**config.mk**
```make
export PLATFORM = sky130hd
export DESIGN_NAME = spi_mode_ctrl
export DESIGN_NICKNAME = d
export VERILOG_FILES = /design/src/rtl/spi_mc_pkg.sv /design/src/rtl/spi_mc_fifo.sv /design/src/rtl/spi_mc_regs.sv /design/src/rtl/spi_mc_shifter.sv /design/src/rtl/spi_mode_ctrl.sv
export SDC_FILE = /design/constraint.sdc
export NUM_CORES = 1
export LEC_CHECK = 0
export ABC_CLOCK_PERIOD_IN_PS = 4800
export BUFFER_PORTS_ARGS = -buffer_cell sky130_fd_sc_hd__buf_2
export CORE_MARGIN = 2
export CORE_UTILIZATION = 40
export DETAILED_ROUTE_END_ITERATION = 8
export HOLD_SLACK_MARGIN = 0.03
export PLACE_DENSITY_LB_ADDON = 0.15
export SLEW_MARGIN = 20
export SYNTH_ARGS = -nofsm -noshare
export SYNTH_HDL_FRONTEND = slang
export SYNTH_SLANG_ARGS = --single-unit
```
**constraint.sdc**
```tcl
create_clock -name clk -period 4.8 [get_ports clk]
set_input_delay 0.24 -clock clk [delete_from_list [all_inputs] [get_ports clk]]
set_output_delay 0.24 -clock clk [all_outputs]
set_load 0.02 [all_outputs]
```
**src/rtl/spi_mc_pkg.sv**
```systemverilog
// Shared types and control field positions for the SPI mode controller.
package spi_mc_pkg;

    // Operating state encoding; 00 in a write means "leave unchanged".
    typedef enum logic [1:0] {
        ST_KEEP  = 2'b00,
        ST_CFG   = 2'b01,
        ST_RUN   = 2'b10,
        ST_SLEEP = 2'b11
    } op_state_t;

    localparam int CTRL_W    = 6;
    localparam int B_HALT    = 2;
    localparam int B_FLUSH   = 3;
    localparam int B_CS_OFF  = 4;
    localparam int B_CS_HIGH = 5;

endpackage

```
**src/rtl/spi_mc_fifo.sv**
```systemverilog
// Synchronous FIFO with a clear input.
// Assumes DEPTH is a power of two. Push when full and pop when empty are
// dropped. Clear overrides push and pop in the same cycle.
module spi_mc_fifo #(
    parameter int W     = 8,
    parameter int DEPTH = 4
) (
    input  logic         clk,
    input  logic         rst_n,
    input  logic         clr,
    input  logic         push,
    input  logic [W-1:0] wdata,
    input  logic         pop,
    output logic [W-1:0] rdata,
    output logic         full,
    output logic         empty
);
    localparam int AW = (DEPTH > 1) ? $clog2(DEPTH) : 1;

    logic [W-1:0] mem [DEPTH];
    logic [AW:0]  wp_q, rp_q;
    logic         do_push, do_pop;

    assign empty   = (wp_q == rp_q);
    assign full    = (wp_q[AW-1:0] == rp_q[AW-1:0]) && (wp_q[AW] != rp_q[AW]);
    assign do_push = push && !full && !clr;
    assign do_pop  = pop && !empty && !clr;
    assign rdata   = mem[rp_q[AW-1:0]];

    // Pointer update: clear resets both, otherwise advance on accepted ops.
    always_ff @(posedge clk) begin
        if (!rst_n || clr) begin
            wp_q <= '0;
            rp_q <= '0;
        end else begin
            if (do_push) wp_q <= wp_q + 1'b1;
            if (do_pop)  rp_q <= rp_q + 1'b1;
        end
    end

    // Storage write; contents need no reset.
    always_ff @(posedge clk) begin
        if (do_push) mem[wp_q[AW-1:0]] <= wdata;
    end

    // a clear leaves the queue empty on the next cycle.
    a_r8_clear_empties: assert property (@(posedge clk) disable iff (!rst_n)
        clr |=> empty);

    a_r8_not_full_and_empty: assert property (@(posedge clk) disable iff (!rst_n)
        !(full && empty));

endmodule

```
**src/rtl/spi_mc_regs.sv**
```systemverilog
// Control register: operating state, halt, flush strobe, chip-select setup.
// Assumes eng_idle is a registered status from the shift engine. The flush
// strobe is combinational and only lasts for the write cycle.
module spi_mc_regs
    import spi_mc_pkg::*;
(
    input  logic              clk,
    input  logic              rst_n,
    input  logic              wr_en,
    input  logic [CTRL_W-1:0] wr_data,
    input  logic              eng_idle,
    output op_state_t         state,
    output logic              halt,
    output logic              cs_off,
    output logic              cs_high,
    output logic              flush,
    output logic [CTRL_W-1:0] rd_data
);
    op_state_t wr_state, nxt_state;

    assign wr_state  = op_state_t'(wr_data[1:0]);
    assign nxt_state = (wr_state == ST_KEEP) ? state : wr_state;

    // Flush accepted only when halted and idle, using pre-write halt.
    assign flush   = wr_en && wr_data[B_FLUSH] && halt && eng_idle;
    assign rd_data = {cs_high, cs_off, 1'b0, halt, state};

    // Register update on writes; configuration entry forces halt low.
    always_ff @(posedge clk) begin
        if (!rst_n) begin
            state   <= ST_CFG;
            halt    <= 1'b0;
            cs_off  <= 1'b1;
            cs_high <= 1'b1;
        end else if (wr_en) begin
            state   <= nxt_state;
            cs_off  <= wr_data[B_CS_OFF];
            cs_high <= wr_data[B_CS_HIGH];
            if (nxt_state == ST_CFG)
                halt <= 1'b0;
            else if (!wr_data[B_HALT])
                halt <= 1'b0;
            else if (state == ST_RUN)
                halt <= 1'b1;
        end
    end

    // halt can only rise out of the active state.
    a_r6_halt_from_active: assert property (@(posedge clk) disable iff (!rst_n)
        $rose(halt) |-> $past(state) == ST_RUN);

    // configuration state never coexists with halt.
    a_r7_cfg_no_halt: assert property (@(posedge clk) disable iff (!rst_n)
        (state == ST_CFG) |-> !halt);

endmodule

```
**src/rtl/spi_mc_shifter.sv**
```systemverilog
// SPI mode 0 shift engine, MSB first, fixed W-bit frames.
// Assumes the transmit head byte is valid whenever tx_empty is low. Each
// SCLK half period lasts HALF_DIV clocks. Sleep freezes all progress.
module spi_mc_shifter
    import spi_mc_pkg::*;
#(
    parameter int W        = 8,
    parameter int HALF_DIV = 2
) (
    input  logic         clk,
    input  logic         rst_n,
    input  op_state_t    state,
    input  logic         halt,
    input  logic         flush,
    input  logic         tx_empty,
    input  logic [W-1:0] tx_byte,
    input  logic         miso,
    output logic         tx_pop,
    output logic         rx_push,
    output logic [W-1:0] rx_byte,
    output logic         sclk,
    output logic         mosi,
    output logic         busy
);
    localparam int CW = (HALF_DIV > 1) ? $clog2(HALF_DIV) : 1;
    localparam int BW = (W > 1) ? $clog2(W) : 1;

    logic [CW-1:0] div_q;
    logic [BW-1:0] bit_q;
    logic [W-1:0]  tx_sh_q, rx_sh_q;
    logic          phase_q, busy_q;
    logic          start, run, tick, last;

    assign start = !busy_q && (state == ST_RUN) && !halt && !flush && !tx_empty;
    assign run   = busy_q && (state != ST_SLEEP);
    assign tick  = run && (div_q == CW'(HALF_DIV - 1));
    assign last  = tick && phase_q && (bit_q == BW'(W - 1));

    assign tx_pop  = start;
    assign rx_push = last;
    assign rx_byte = rx_sh_q;
    assign sclk    = phase_q;
    assign mosi    = tx_sh_q[W-1];
    assign busy    = busy_q;

    // Frame sequencer: load on start, sample on rise, shift on fall.
    always_ff @(posedge clk) begin
        if (!rst_n) begin
            busy_q  <= 1'b0;
            phase_q <= 1'b0;
            div_q   <= '0;
            bit_q   <= '0;
            tx_sh_q <= '0;
            rx_sh_q <= '0;
        end else if (start) begin
            busy_q  <= 1'b1;
            phase_q <= 1'b0;
            div_q   <= '0;
            bit_q   <= '0;
            tx_sh_q <= tx_byte;
        end else if (run) begin
            if (!tick) begin
                div_q <= div_q + 1'b1;
            end else begin
                div_q <= '0;
                if (!phase_q) begin
                    phase_q <= 1'b1;
                    rx_sh_q <= {rx_sh_q[W-2:0], miso};
                end else begin
                    phase_q <= 1'b0;
                    if (bit_q == BW'(W - 1)) begin
                        busy_q <= 1'b0;
                    end else begin
                        bit_q   <= bit_q + 1'b1;
                        tx_sh_q <= {tx_sh_q[W-2:0], 1'b0};
                    end
                end
            end
        end
    end

    // a frame begins only from active state with no halt pending.
    a_r3_start_gated: assert property (@(posedge clk) disable iff (!rst_n)
        $rose(busy_q) |-> $past(state == ST_RUN && !halt && !tx_empty));

    // the serial clock never moves after a sleeping cycle.
    a_r11_sleep_holds_sclk: assert property (@(posedge clk) disable iff (!rst_n)
        $past(state == ST_SLEEP) |-> $stable(phase_q));

    // SCLK rests low whenever no frame is shifting.
    a_r12_idle_sclk_low: assert property (@(posedge clk) disable iff (!rst_n)
        !busy_q |-> !phase_q);

endmodule

```
**src/rtl/spi_mode_ctrl.sv**
```systemverilog
// SPI master top: control register, transmit/receive FIFOs, shift engine
// and chip-select output.
// Assumes a single slave. CS follows the frame, with programmable enable
// and polarity.
module spi_mode_ctrl
    import spi_mc_pkg::*;
#(
    parameter int DATA_W     = 8,
    parameter int FIFO_DEPTH = 4,
    parameter int HALF_DIV   = 2
) (
    input  logic              clk,
    input  logic              rst_n,
    input  logic              reg_wr_en,
    input  logic [CTRL_W-1:0] reg_wr_data,
    output logic [CTRL_W-1:0] reg_rd_data,
    input  logic              tx_push,
    input  logic [DATA_W-1:0] tx_data,
    output logic              tx_full,
    output logic              tx_empty,
    input  logic              rx_pop,
    output logic [DATA_W-1:0] rx_data,
    output logic              rx_empty,
    output logic              sclk,
    output logic              mosi,
    input  logic              miso,
    output logic              cs,
    output logic              idle
);
    op_state_t         state;
    logic              halt, cs_off, cs_high, flush, busy;
    logic              eng_pop, eng_push, rx_full;
    logic [DATA_W-1:0] tx_head, rx_word;

    spi_mc_regs u_regs (
        .clk      (clk),
        .rst_n    (rst_n),
        .wr_en    (reg_wr_en),
        .wr_data  (reg_wr_data),
        .eng_idle (!busy),
        .state    (state),
        .halt     (halt),
        .cs_off   (cs_off),
        .cs_high  (cs_high),
        .flush    (flush),
        .rd_data  (reg_rd_data)
    );

    spi_mc_fifo #(.W(DATA_W), .DEPTH(FIFO_DEPTH)) u_txq (
        .clk   (clk),
        .rst_n (rst_n),
        .clr   (flush),
        .push  (tx_push),
        .wdata (tx_data),
        .pop   (eng_pop),
        .rdata (tx_head),
        .full  (tx_full),
        .empty (tx_empty)
    );

    spi_mc_fifo #(.W(DATA_W), .DEPTH(FIFO_DEPTH)) u_rxq (
        .clk   (clk),
        .rst_n (rst_n),
        .clr   (flush),
        .push  (eng_push),
        .wdata (rx_word),
        .pop   (rx_pop),
        .rdata (rx_data),
        .full  (rx_full),
        .empty (rx_empty)
    );

    spi_mc_shifter #(.W(DATA_W), .HALF_DIV(HALF_DIV)) u_eng (
        .clk      (clk),
        .rst_n    (rst_n),
        .state    (state),
        .halt     (halt),
        .flush    (flush),
        .tx_empty (tx_empty),
        .tx_byte  (tx_head),
        .miso     (miso),
        .tx_pop   (eng_pop),
        .rx_push  (eng_push),
        .rx_byte  (rx_word),
        .sclk     (sclk),
        .mosi     (mosi),
        .busy     (busy)
    );

    // Chip select: active level only while a frame shifts and CS is enabled.
    always_comb begin
        if (busy && !cs_off) cs = cs_high;
        else                 cs = !cs_high;
    end

    assign idle = !busy;

    // a received byte is never offered into a full receive queue unnoticed.
    a_r4_rx_push_space: assert property (@(posedge clk) disable iff (!rst_n)
        (eng_push && !rx_full) |=> !rx_empty);

    // with halt held, an idle engine stays idle.
    a_r5_halt_keeps_idle: assert property (@(posedge clk) disable iff (!rst_n)
        ($past(halt) && halt && $past(!busy)) |-> !busy);

endmodule

```
Yosys cells after proc, flatten, opt, wreduce, memory -nomap -nowiden
Memory sizes are Yosys's and may differ from the RTL's. A register that Yosys moved wholly into a read port is not among the register bits.
Index checks and enable logic that the tools add are counted.
{"block": "op_classes", "order_cmp": 0, "eq_ne": 12, "n_addsub": 6, "bitwise_logic": 4, "shift": 0, "div_mod_pow": 0, "mux": 25, "n_mul": 0, "n_reduce_logical": 45}
{"op": "$mux W8", "n": 5}
{"op": "$logic_and A1 B1 Y1", "n": 22}
{"op": "$reduce_and A4 Y1", "n": 4}
{"op": "$add A3 B1 Y3 const B", "n": 5}
{"op": "$mux W1", "n": 15}
{"op": "$logic_not A1 Y1", "n": 10}
{"op": "$mux W2", "n": 5}
{"op": "$reduce_bool A2 Y1", "n": 4}
{"op": "$eq A3 B3 Y1", "n": 2}
{"op": "$eq A2 B2 Y1", "n": 2}
{"op": "$ne A2 B2 Y1 const B", "n": 2}
{"op": "$not A1 Y1", "n": 4}
{"op": "$reduce_and A2 Y1", "n": 2}
{"op": "$eq A3 B3 Y1 const B", "n": 1}
{"op": "$ne A3 B1 Y1 const B", "n": 1}
{"op": "$eq A2 B1 Y1 const B", "n": 1}
{"op": "$eq A2 B2 Y1 const B", "n": 1}
{"op": "$logic_not A2 Y1", "n": 1}
{"op": "$ne A1 B1 Y1", "n": 2}
{"op": "$reduce_or A2 Y1", "n": 1}
{"op": "$add A1 B1 Y1 const B", "n": 1}
{"op": "$logic_or A1 B1 Y1", "n": 1}
{"block": "totals", "reg_bits": 39, "mem_bits_rw": 64, "latchBits": 0, "wordCells": 108, "input_bits": 20, "memories": 2, "mem_bits_ro": 0}
{"name": "u_rxq.mem", "depth": 4, "word_bits": 8, "rd": 1, "rd_ports_with_merged_regs": 1, "wr": 1, "line_no": "spi_mc_fifo.sv:20", "rtl": "logic [W-1:0] mem [DEPTH];"}
{"name": "u_txq.mem", "depth": 4, "word_bits": 8, "rd": 1, "rd_ports_with_merged_regs": 1, "wr": 1, "line_no": "spi_mc_fifo.sv:20"}

Logic depth before layout (Yosys ltp)
Gate-level depths: netlist of the first run.
{"block": "depth", "depth_word": 10, "depth_mapped": 6, "ltp_nobuf": 5}

Modules after synthesis
Synthesis of the first run repeated with hierarchy kept, for this count alone.
{"block": "hier_totals", "cells_unflattened": 378, "hier_area_um2": 4869.7}
{"mod": "spi_mc_fifo", "cells_per_inst": 110, "instances": 2, "area_each_um2": 1744.2}
{"mod": "spi_mc_shifter", "cells_per_inst": 125, "instances": 1, "area_each_um2": 1097.3}
{"mod": "spi_mc_regs", "cells_per_inst": 30, "instances": 1, "area_each_um2": 257.7}
{"mod": "spi_mode_ctrl", "cells_per_inst": 3, "instances": 1, "area_each_um2": 26.3}

Worst setup path before layout of the first run
Ideal clock, no wire load.
{"block": "synth_timing", "path_type": "register to register", "from": "register u_regs.state[0]", "to": "memory u_rxq.mem[3][0] (enable)", "required_ns": 4.412, "stages_incl_launch_ff": 4, "setup_slack_ns": 2.705, "setup_ns": 0.388, "t_arrival_ns": 1.707, "path_buffers": 0, "cell_sequence": "dfxtp_1 a21boi_1 nand4_1 nor3_1"}
{"block": "synth_between", "elab_chain_len": 9}
{"element": "start, declared", "line_no": "spi_mc_regs.sv:12", "rtl": "output op_state_t state,"}
{"element": "start signal, assigned", "line_no": "spi_mc_regs.sv:36", "rtl": "state <= nxt_state;"}
{"element": "$ne A2 B2 Y1", "line_no": "spi_mc_shifter.sv:35", "rtl": "assign run = busy_q && (state != ST_SLEEP);"}
{"element": "$logic_and A1 B1 Y1", "line_no": "spi_mc_shifter.sv:35"}
{"element": "$logic_and A1 B1 Y1", "line_no": "spi_mc_shifter.sv:36", "rtl": "assign tick = run && (div_q == CW'(HALF_DIV - 1));"}
{"element": "$logic_and A1 B1 Y1 (2 in a row)", "line_no": "spi_mc_shifter.sv:37", "rtl": "assign last = tick && phase_q && (bit_q == BW'(W - 1));"}
{"element": "$logic_and A1 B1 Y1 (2 in a row)", "line_no": "spi_mc_fifo.sv:26", "rtl": "assign do_push = push && !full && !clr;"}
{"element": "$mux W1", "line_no": "spi_mc_fifo.sv:43", "rtl": "if (do_push) mem[wp_q[AW-1:0]] <= wdata;"}
{"element": "$mux W1 (not written as such)", "line_no": "spi_mc_fifo.sv:43"}
{"element": "end, declared", "line_no": "spi_mc_fifo.sv:20"}
Every way passes these cells.

Worst setup path after layout of the first run
{"block": "layout_timing", "from": "register u_eng.busy_q, in the netlist u_eng.busy", "to": "register u_eng.tx_sh_q[4]"}
{"block": "layout_between", "elab_chain_len": 7, "word_cells_on_any_way": 15, "classes_between": "eq/ne (1); mux (1); reduce/logical (13)"}
{"element": "start, declared", "line_no": "spi_mc_shifter.sv:31", "rtl": "logic phase_q, busy_q;"}
{"element": "start signal, assigned", "line_no": "spi_mc_shifter.sv:49", "rtl": "busy_q <= 1'b0;"}
{"element": "start signal, assigned", "line_no": "spi_mc_shifter.sv:56", "rtl": "busy_q <= 1'b1;"}
{"element": "start signal, assigned", "line_no": "spi_mc_shifter.sv:72", "rtl": "busy_q <= 1'b0;"}
{"element": "$logic_not A1 Y1", "line_no": "spi_mc_shifter.sv:34, spi_mode_ctrl.sv:40"}
{"element": "$logic_and A1 B1 Y1 (on tied branches)", "line_no": "spi_mc_shifter.sv:34, spi_mc_regs.sv:25"}
{"element": "$logic_and A1 B1 Y1 or $logic_not A1 Y1 (tied branches)", "line_no": "spi_mc_shifter.sv:34", "rtl": "assign start = !busy_q && (state == ST_RUN) && !halt && !flush && !tx_empty;"}
{"element": "$logic_and A1 B1 Y1 (2 in a row)", "line_no": "spi_mc_shifter.sv:34"}
{"element": "$ne A2 B2 Y1 (no line) or $reduce_bool A2 Y1 (tied branches)"}
{"element": "$reduce_and A4 Y1 (no line)"}
{"element": "end signal, assigned", "line_no": "spi_mc_shifter.sv:60", "rtl": "tx_sh_q <= tx_byte;"}
{"element": "end signal, assigned", "line_no": "spi_mc_shifter.sv:75", "rtl": "tx_sh_q <= {tx_sh_q[W-2:0], 1'b0};"}
{"element": "end, declared", "line_no": "spi_mc_shifter.sv:30", "rtl": "logic [W-1:0] tx_sh_q, rx_sh_q;"}
Several ways; a longest one is shown, not always the timed one.
A chain may end at the register's enable or synchronous reset.

==> results of run 1 <==
[area by class of cell]
type / instances / area (um2) / share of cell area (%)
clock buffer: 9 / 124 / 2.57
clock inverter: 7 / 77.6 / 1.61
inverter: 10 / 37.5 / 0.779
multi-input combinational: 167 / 1420 / 29.5
sequential: 107 / 2780 / 57.8
tap: 136 / 170 / 3.53
timing repair buffer: 40 / 203 / 4.21
[worst max-delay path, delay by kind of cell (launching register included)]
| kind | cells | cell delay, ps |
|---|---|---|
| flops | 1 | 390 |
| compound gates | 2 | 500 |
| mux | 1 | 360 |
| simple gates | 1 | 680 |
[synth_stat cells, drive strengths merged]
cell	n
a21boi	4
a21oi	14
a311oi	1
a31o	2
a31oi	1
and3	8
and4	1
buf	13
clkbuf	3
conb	1
dfxtp	43
edfxtp	64
ha	12
inv	10
mux2i	22
mux4	16
nand2	13
nand2b	1
nand3	6
nand3b	1
nand4	2
nand4b	2
nor2	16
nor2b	8
nor3	2
nor3b	1
o21ai	12
o311ai	1
o31ai	1
or2	1
or3	1
or4b	1
xnor2	8
xor2	8
[flip-flops by register name, indices dropped and copies added, names as in the netlist, named ones only]
signal          count
u_eng.bit_q         3
u_eng.busy          1
u_eng.div_q         1
u_eng.rx_byte       8
u_eng.sclk          1
u_eng.tx_sh_q       8
u_regs.cs_high      1
u_regs.cs_off       1
u_regs.halt         1
u_regs.state        2
u_rxq.mem          32
u_rxq.rp_q          3
u_rxq.wp_q          3
u_txq.mem          32
u_txq.rp_q          3
u_txq.wp_q          3
[metrics by stage]
| step | instances | utilization, % |
|---|---|---|
| 6_report | 476 | 46.2 |
| 3_3_place_gp | 460 | 44.3 |
| 3_5_place_dp | 460 | 44.3 |
| 4_1_cts | 476 | 46.2 |
| 5_1_grt | 476 | 46.2 |
| 2_1_floorplan | 300 | - |
[power by group]
group | internal (W) | leakage, nW | switching (W)
clock network | 0.000208 | 0.104 | 0.000335
logic | 0.0000288 | 0.812 | 0.0000441
registers | 0.000987 | 0.937 | 0.00000955
total | 0.00122 | 1.85 | 0.000389
[cell families (layout without fill, tap and decap cells)]
group	Yosys count	count (layout)	synth area share, %
DFF	107	107	64.3
AOI/OAI and AO/OA	36	36	4.98
buffers and inverters	26	66	2.81
other	1	1	0.0867
muxes	38	38	13.4
xor gates and xnor gates	16	16	3.24
adders and majority gates	12	12	3.47
and+or+nand+nor	64	64	7.67
[worst min-delay path by stage]
stage / start / endpoint / slack, ps / cells after the start
CTS: tx_data[4] / u_txq.mem[0][4] / 60 / 1
detailed placement: tx_data[4] / u_txq.mem[0][4] / 460 / 1
finish: reg_wr_data[5] / u_regs.cs_high / 80 / 3
global route: tx_data[4] / u_txq.mem[0][4] / 60 / 1
global placement: reg_wr_data[4] / u_regs.cs_off / 450 / 3
floorplan: tx_data[0] / u_txq.mem[0][0] / 340 / 0
[layer usage]
metal / global-route usage [%] / up-vias / routed length (um)
met4: 4.30 / 0 / 90
met5: 0 / - / 0
met2: 24.6 / 31 / 3870
met1: 17.0 / 1119 / 3290
met3: 3.44 / 6 / 181
li1: - / 1172 / -
==> metrics.md, run 1 <==
| Metric | Value |
|---|---|
| Startpoint Class | flip-flop |
| Sink Count | 107 |
| Final Cell Area | 0.00482 mm2 |
| Commonest non-fill, non-tap cell in the layout | edfxtp_1 |
| RSZ-0062 raised after global routing | false |
| Die height | 108 um |
| Starting Density | 41.5% |
| Slew HR | 51.2% |
| VDD IR max | 0.000204 V |
| RR Endpoint | u_eng.tx_sh_q[4] |
| Largest net degree at the start of global routing | 26 |
| Area of the mapped netlist | 0.00433 mm2 |
| Ports | 41 |
| # setup viols final | 0 |
| Dpl hpwl | 5110 um |
| Syn. warnings | 0 |
| Antenna-violating nets left | 0 |
| CTS buffer count | 9 |
| Kind of critical path | flip-flop to flip-flop |
| Hold buffers post-CTS | 0 |
| Total power | 0.00161 W |
| Crit path to | u_eng.tx_sh_q[4] |
| CP startpoint | u_eng.busy |
| Grt ovf | 0 |
| Fin. Hold Viols | 0 |
| Crit path DAT | 2300 ps |
| # nets final | 367 |
| Core Area | 0.0104 mm2 |
| Worst slew pin tran | 728 ps |
| RR Startpoint | u_eng.busy |
| DRT Pass-1 Iters | 4 |
| Static leakage | 1.85 nW |
| Slew Limit Fails | 0 |
| Post-route setup slack | 2740 ps |
| Reg2reg setup slack | 2740 ps |
| Gr usage total | 14.0% |
| Worst path required time | 5040 ps |
| Max Freq | 485 MHz |
| Die W | 108 um |
| Number of fillers in the final layout | 943 |
| Tcrit/Tclk final | 43.0% |
| DRT iter0 DRCs | 78 |
| Diodes inserted | 0 |
| CP max stage delay | 680 ps |
| Most area-consuming cells after synthesis | edfxtp_1, dfxtp_1, mux4_2, mux2i_1, ha_1 |
| Crit path cell chain | a21boi_1 > nand4b_1 > mux2i_1 > a21oi_1 |
| Yosys top cell area share | 44.4% |
| Max clock buf depth | 2 |
| Mapped Nets | 332 |
| Clock Tree Root | clkbuf_8 |
| Fin Setup TNS | 0 ps |
| Post-CTS setup buffer count | 0 |
| Hold crit path type | input pin to flip-flop |
| Max cap viols | 0 |
| Share of layout cells above drive strength 1 | 22.1% |
| Most frequent cells in the layout | edfxtp_1, dfxtp_1, buf_2 |
| Synthesized flop and latch total | 107 |
| Area growth syn-to-layout | 11.3% |
| Crit-path max FO | 11 |
| Hold Slack | 77.8 ps |
| WL final | 7430 um |
| Row count | 37 |
| Sequential share of the synthesized area | 64.3% |
| CP max stage cell | nand4b_1 |
| Post_cts resized | 0 |
| Htree depth | 3 |
| Vias | 2,328 |
| P per Cell Area | 335 mW/mm2 |
| Pre-CTS WS | 2750 ps |
| Synth cell types | 38 |
| First-pass GRT wire length | 12,200 um |
| Shortest period the worst path allows | 2060 ps |
| Mean Syn Cell Area | 14.4 um2 |
| Mapped Cells | 300 |
| # port buffers | 39 |
| Vias in the first global route | 2,381 |
| Crit end category | flip-flop |
| Total placed instance area | 0.00461 mm2 |
| Cell type with the largest total area after synthesis | edfxtp_1 |
| Clock Skews | 12.9 ps |
| CTS tree | done |
| DRC Markers | 0 |
| Worst-path clk slew | 110 ps |
| Status | completed |
| RePlAce Congestion | 0.697 |
| Die area | 0.0117 mm2 |
| Initial antenna violation count | 0 |
| WL/cell | 15.6 um |
| Drt via density | 4.89 |
| Cells on worst reg2reg path | 4 |
| Skew-Pair Late Insertion Delay | 360 ps |
No activity file was read; power rests on OpenSTA's default activity.
==> run 2: changes to the inputs <==
--- a/config.mk
+++ b/config.mk
@@ -5,7 +5,7 @@
 export SDC_FILE = /design/constraint.sdc
 export NUM_CORES = 1
 export LEC_CHECK = 0
-export ABC_CLOCK_PERIOD_IN_PS = 4800
+export ABC_CLOCK_PERIOD_IN_PS = 1900
 export BUFFER_PORTS_ARGS = -buffer_cell sky130_fd_sc_hd__buf_2
 export CORE_MARGIN = 2
 export CORE_UTILIZATION = 40
==> constraint.sdc (replaced) <==
create_clock -name clk -period 1.9 [get_ports clk]
set_input_delay 0.095 -clock clk [delete_from_list [all_inputs] [get_ports clk]]
set_output_delay 0.095 -clock clk [all_outputs]
set_load 0.02 [all_outputs]
==> metrics.md, run 2 (synthesis gave the netlist of run 1 again) <==
| Metric | Value |
|---|---|
| Static leakage | 1.98 nW (was 1.85 nW) |
| Vias | 2,474 (was 2,328) |
| CP max stage delay | 390 ps (was 680 ps) |
| WL final | 7670 um (was 7430 um) |
| Worst path required time | 1990 ps (was 5040 ps) |
| P per Cell Area | 814 mW/mm2 (was 335 mW/mm2) |
| Ports | 41 (unchanged) |
| Fin. Hold Viols | 0 (unchanged) |
| Die height | 108 um (unchanged) |
| CTS tree | done (unchanged) |
| First-pass GRT wire length | 12,700 um (was 12,200 um) |
| Crit path cell chain | a21boi_1 > buf_4 > nand4_1 > nor3_2 > buf_4 (was a21boi_1 > nand4b_1 > mux2i_1 > a21oi_1) |
| Clock Tree Root | clkbuf_8 (unchanged) |
| Grt ovf | 0 (unchanged) |
| # port buffers | 39 (unchanged) |
| Shortest period the worst path allows | 1730 ps (was 2060 ps) |
| Final Cell Area | 0.00509 mm2 (was 0.00482 mm2) |
| Hold Slack | 142 ps (was 77.8 ps) |
| Skew-Pair Late Insertion Delay | 370 ps (was 360 ps) |
| DRT Pass-1 Iters | 4 (unchanged) |
| Drt via density | 4.89 (about the same) |
| Startpoint Class | flip-flop (unchanged) |
| Area growth syn-to-layout | 17.7% (was 11.3%) |
| Commonest non-fill, non-tap cell in the layout | edfxtp_1 (unchanged) |
| CTS buffer count | 9 (unchanged) |
| DRC Markers | 0 (unchanged) |
| # setup viols final | 0 (unchanged) |
| Sink Count | 107 (unchanged) |
| Met2 wire length | 3910 um (was 3870 um) |
| RePlAce Congestion | 0.703 (was 0.697) |
| CP max stage cell | dfxtp_1 (was nand4b_1) |
| DR WL met3 | 256 um (was 181 um) |
| Largest net degree at the start of global routing | 25 (was 26) |
| DR top layer | met4 (unchanged) |
| Initial antenna violation count | 0 (unchanged) |
| # nets final | 397 (was 367) |
| Most frequent cells in the layout | edfxtp_1, dfxtp_1, buf_2 (unchanged) |
| Fin Setup TNS | 0 ps (unchanged) |
| Core Area | 0.0104 mm2 (unchanged) |
| Max Freq | 576 MHz (was 485 MHz) |
| RSZ-0062 raised after global routing | false (unchanged) |
| Die area | 0.0117 mm2 (unchanged) |
| Gr usage total | 14.4% (was 14.0%) |
| Share of layout cells above drive strength 1 | 25.7% (was 22.1%) |
| WL/cell | 15.2 um (was 15.6 um) |
| Total placed instance area | 0.00472 mm2 (was 0.00461 mm2) |
| Post-CTS setup buffer count | 0 (unchanged) |
| Antenna-violating nets left | 0 (unchanged) |
| DRT iter0 DRCs | 66 (was 78) |
| Dpl hpwl | 5190 um (was 5110 um) |
| Crit-path most repeated cell | buf_4 |
| Kind of critical path | flip-flop to flip-flop (unchanged) |
| Row count | 37 (unchanged) |
| Pre-CTS WS | 37.9 ps (was 2750 ps) |
| Vias in the first global route | 2,551 (was 2,381) |
| Met1 WL | 3380 um (was 3290 um) |
| Max cap viols | 0 (unchanged) |
| VDD IR max | 0.000517 V (was 0.000204 V) |
| Post-route setup slack | 165 ps (was 2740 ps) |
| Diodes inserted | 0 (unchanged) |
| Starting Density | 41.5% (unchanged) |
| Max clock buf depth | 2 (unchanged) |
| Hold crit path type | input pin to flip-flop (unchanged) |
| Htree depth | 3 (unchanged) |
| Crit end category | flip-flop (unchanged) |
| Slew Limit Fails | 0 (unchanged) |
| Crit path DAT | 1820 ps (was 2300 ps) |
| Number of fillers in the final layout | 919 (was 943) |
| Total power | 0.00415 W (was 0.00161 W) |
| Tcrit/Tclk final | 91.3% (was 43.0%) |
| Status | completed (unchanged) |
| Crit-path max FO | 6 (was 11) |
| Clock Skews | 12.2 ps (was 12.9 ps) |
| Worst-path clk slew | 100 ps (was 110 ps) |
| Die W | 108 um (unchanged) |
-- run 2: cell type report --
cell class | instances | area, um2 | area share, %
sequential | 107 | 2780 | 54.6
multi-input combinational | 167 | 1430 | 28.2
timing repair buffer | 70 | 468 | 9.19
tap | 136 | 170 | 3.34
clock buffer | 9 | 124 | 2.43
clock inverter | 7 | 76.3 | 1.50
inverter | 10 | 37.5 | 0.737
-- run 2: path summary, 6_finish.rpt --
path,from,endpoint,slack (ps),depth (start not counted)
hold / removal,rst_n,u_regs.cs_high,140,3
setup reg to reg,u_eng.busy,u_rxq.mem[3][4],170,5
hold reg to reg,u_eng.tx_sh_q[0],u_eng.tx_sh_q[0],500,2
setup / recovery,u_eng.busy,u_rxq.mem[3][4],170,5
-- run 2: per-stage QoR --
| stage | util, % | instances |
|---|---|---|
| after floorplan | - | 300 |
| after global placement | 45.4 | 474 |
| after detailed placement | 45.4 | 474 |
| after CTS | 48.8 | 506 |
| after global routing | 48.9 | 506 |
| final | 48.9 | 506 |
-- run 2: what timing repair did --
| item | 4_1_cts | 5_1_grt |
|---|---|---|
| hold buffers | 16 | 0 |
| endpoints found under the hold margin | 38 | 0 |
| setup endpoints to repair | 0 | 48 |
| gates resized for setup | 0 | 6 |
-- run 2: critical path: cells and delay by family (launching register included) --
family	cells	cell delay, ps
buffers and inverters	2	380
AOI/OAI and AO/OA	1	190
and+or+nand+nor	2	490
DFF	1	390
-- run 2: report_power, final --
| group | switching (W) | internal, W |
|---|---|---|
| combinational | 0.000119 | 0.000103 |
| sequential | 0.0000215 | 0.00249 |
| clock | 0.000788 | 0.000621 |
-- run 2: metal layers --
layer  vias up  GRT usage (%)
li1       1231              -
met1      1199           17.3
met2        33           24.8
met3        11           3.92
met4         0           5.49
met5         -              0
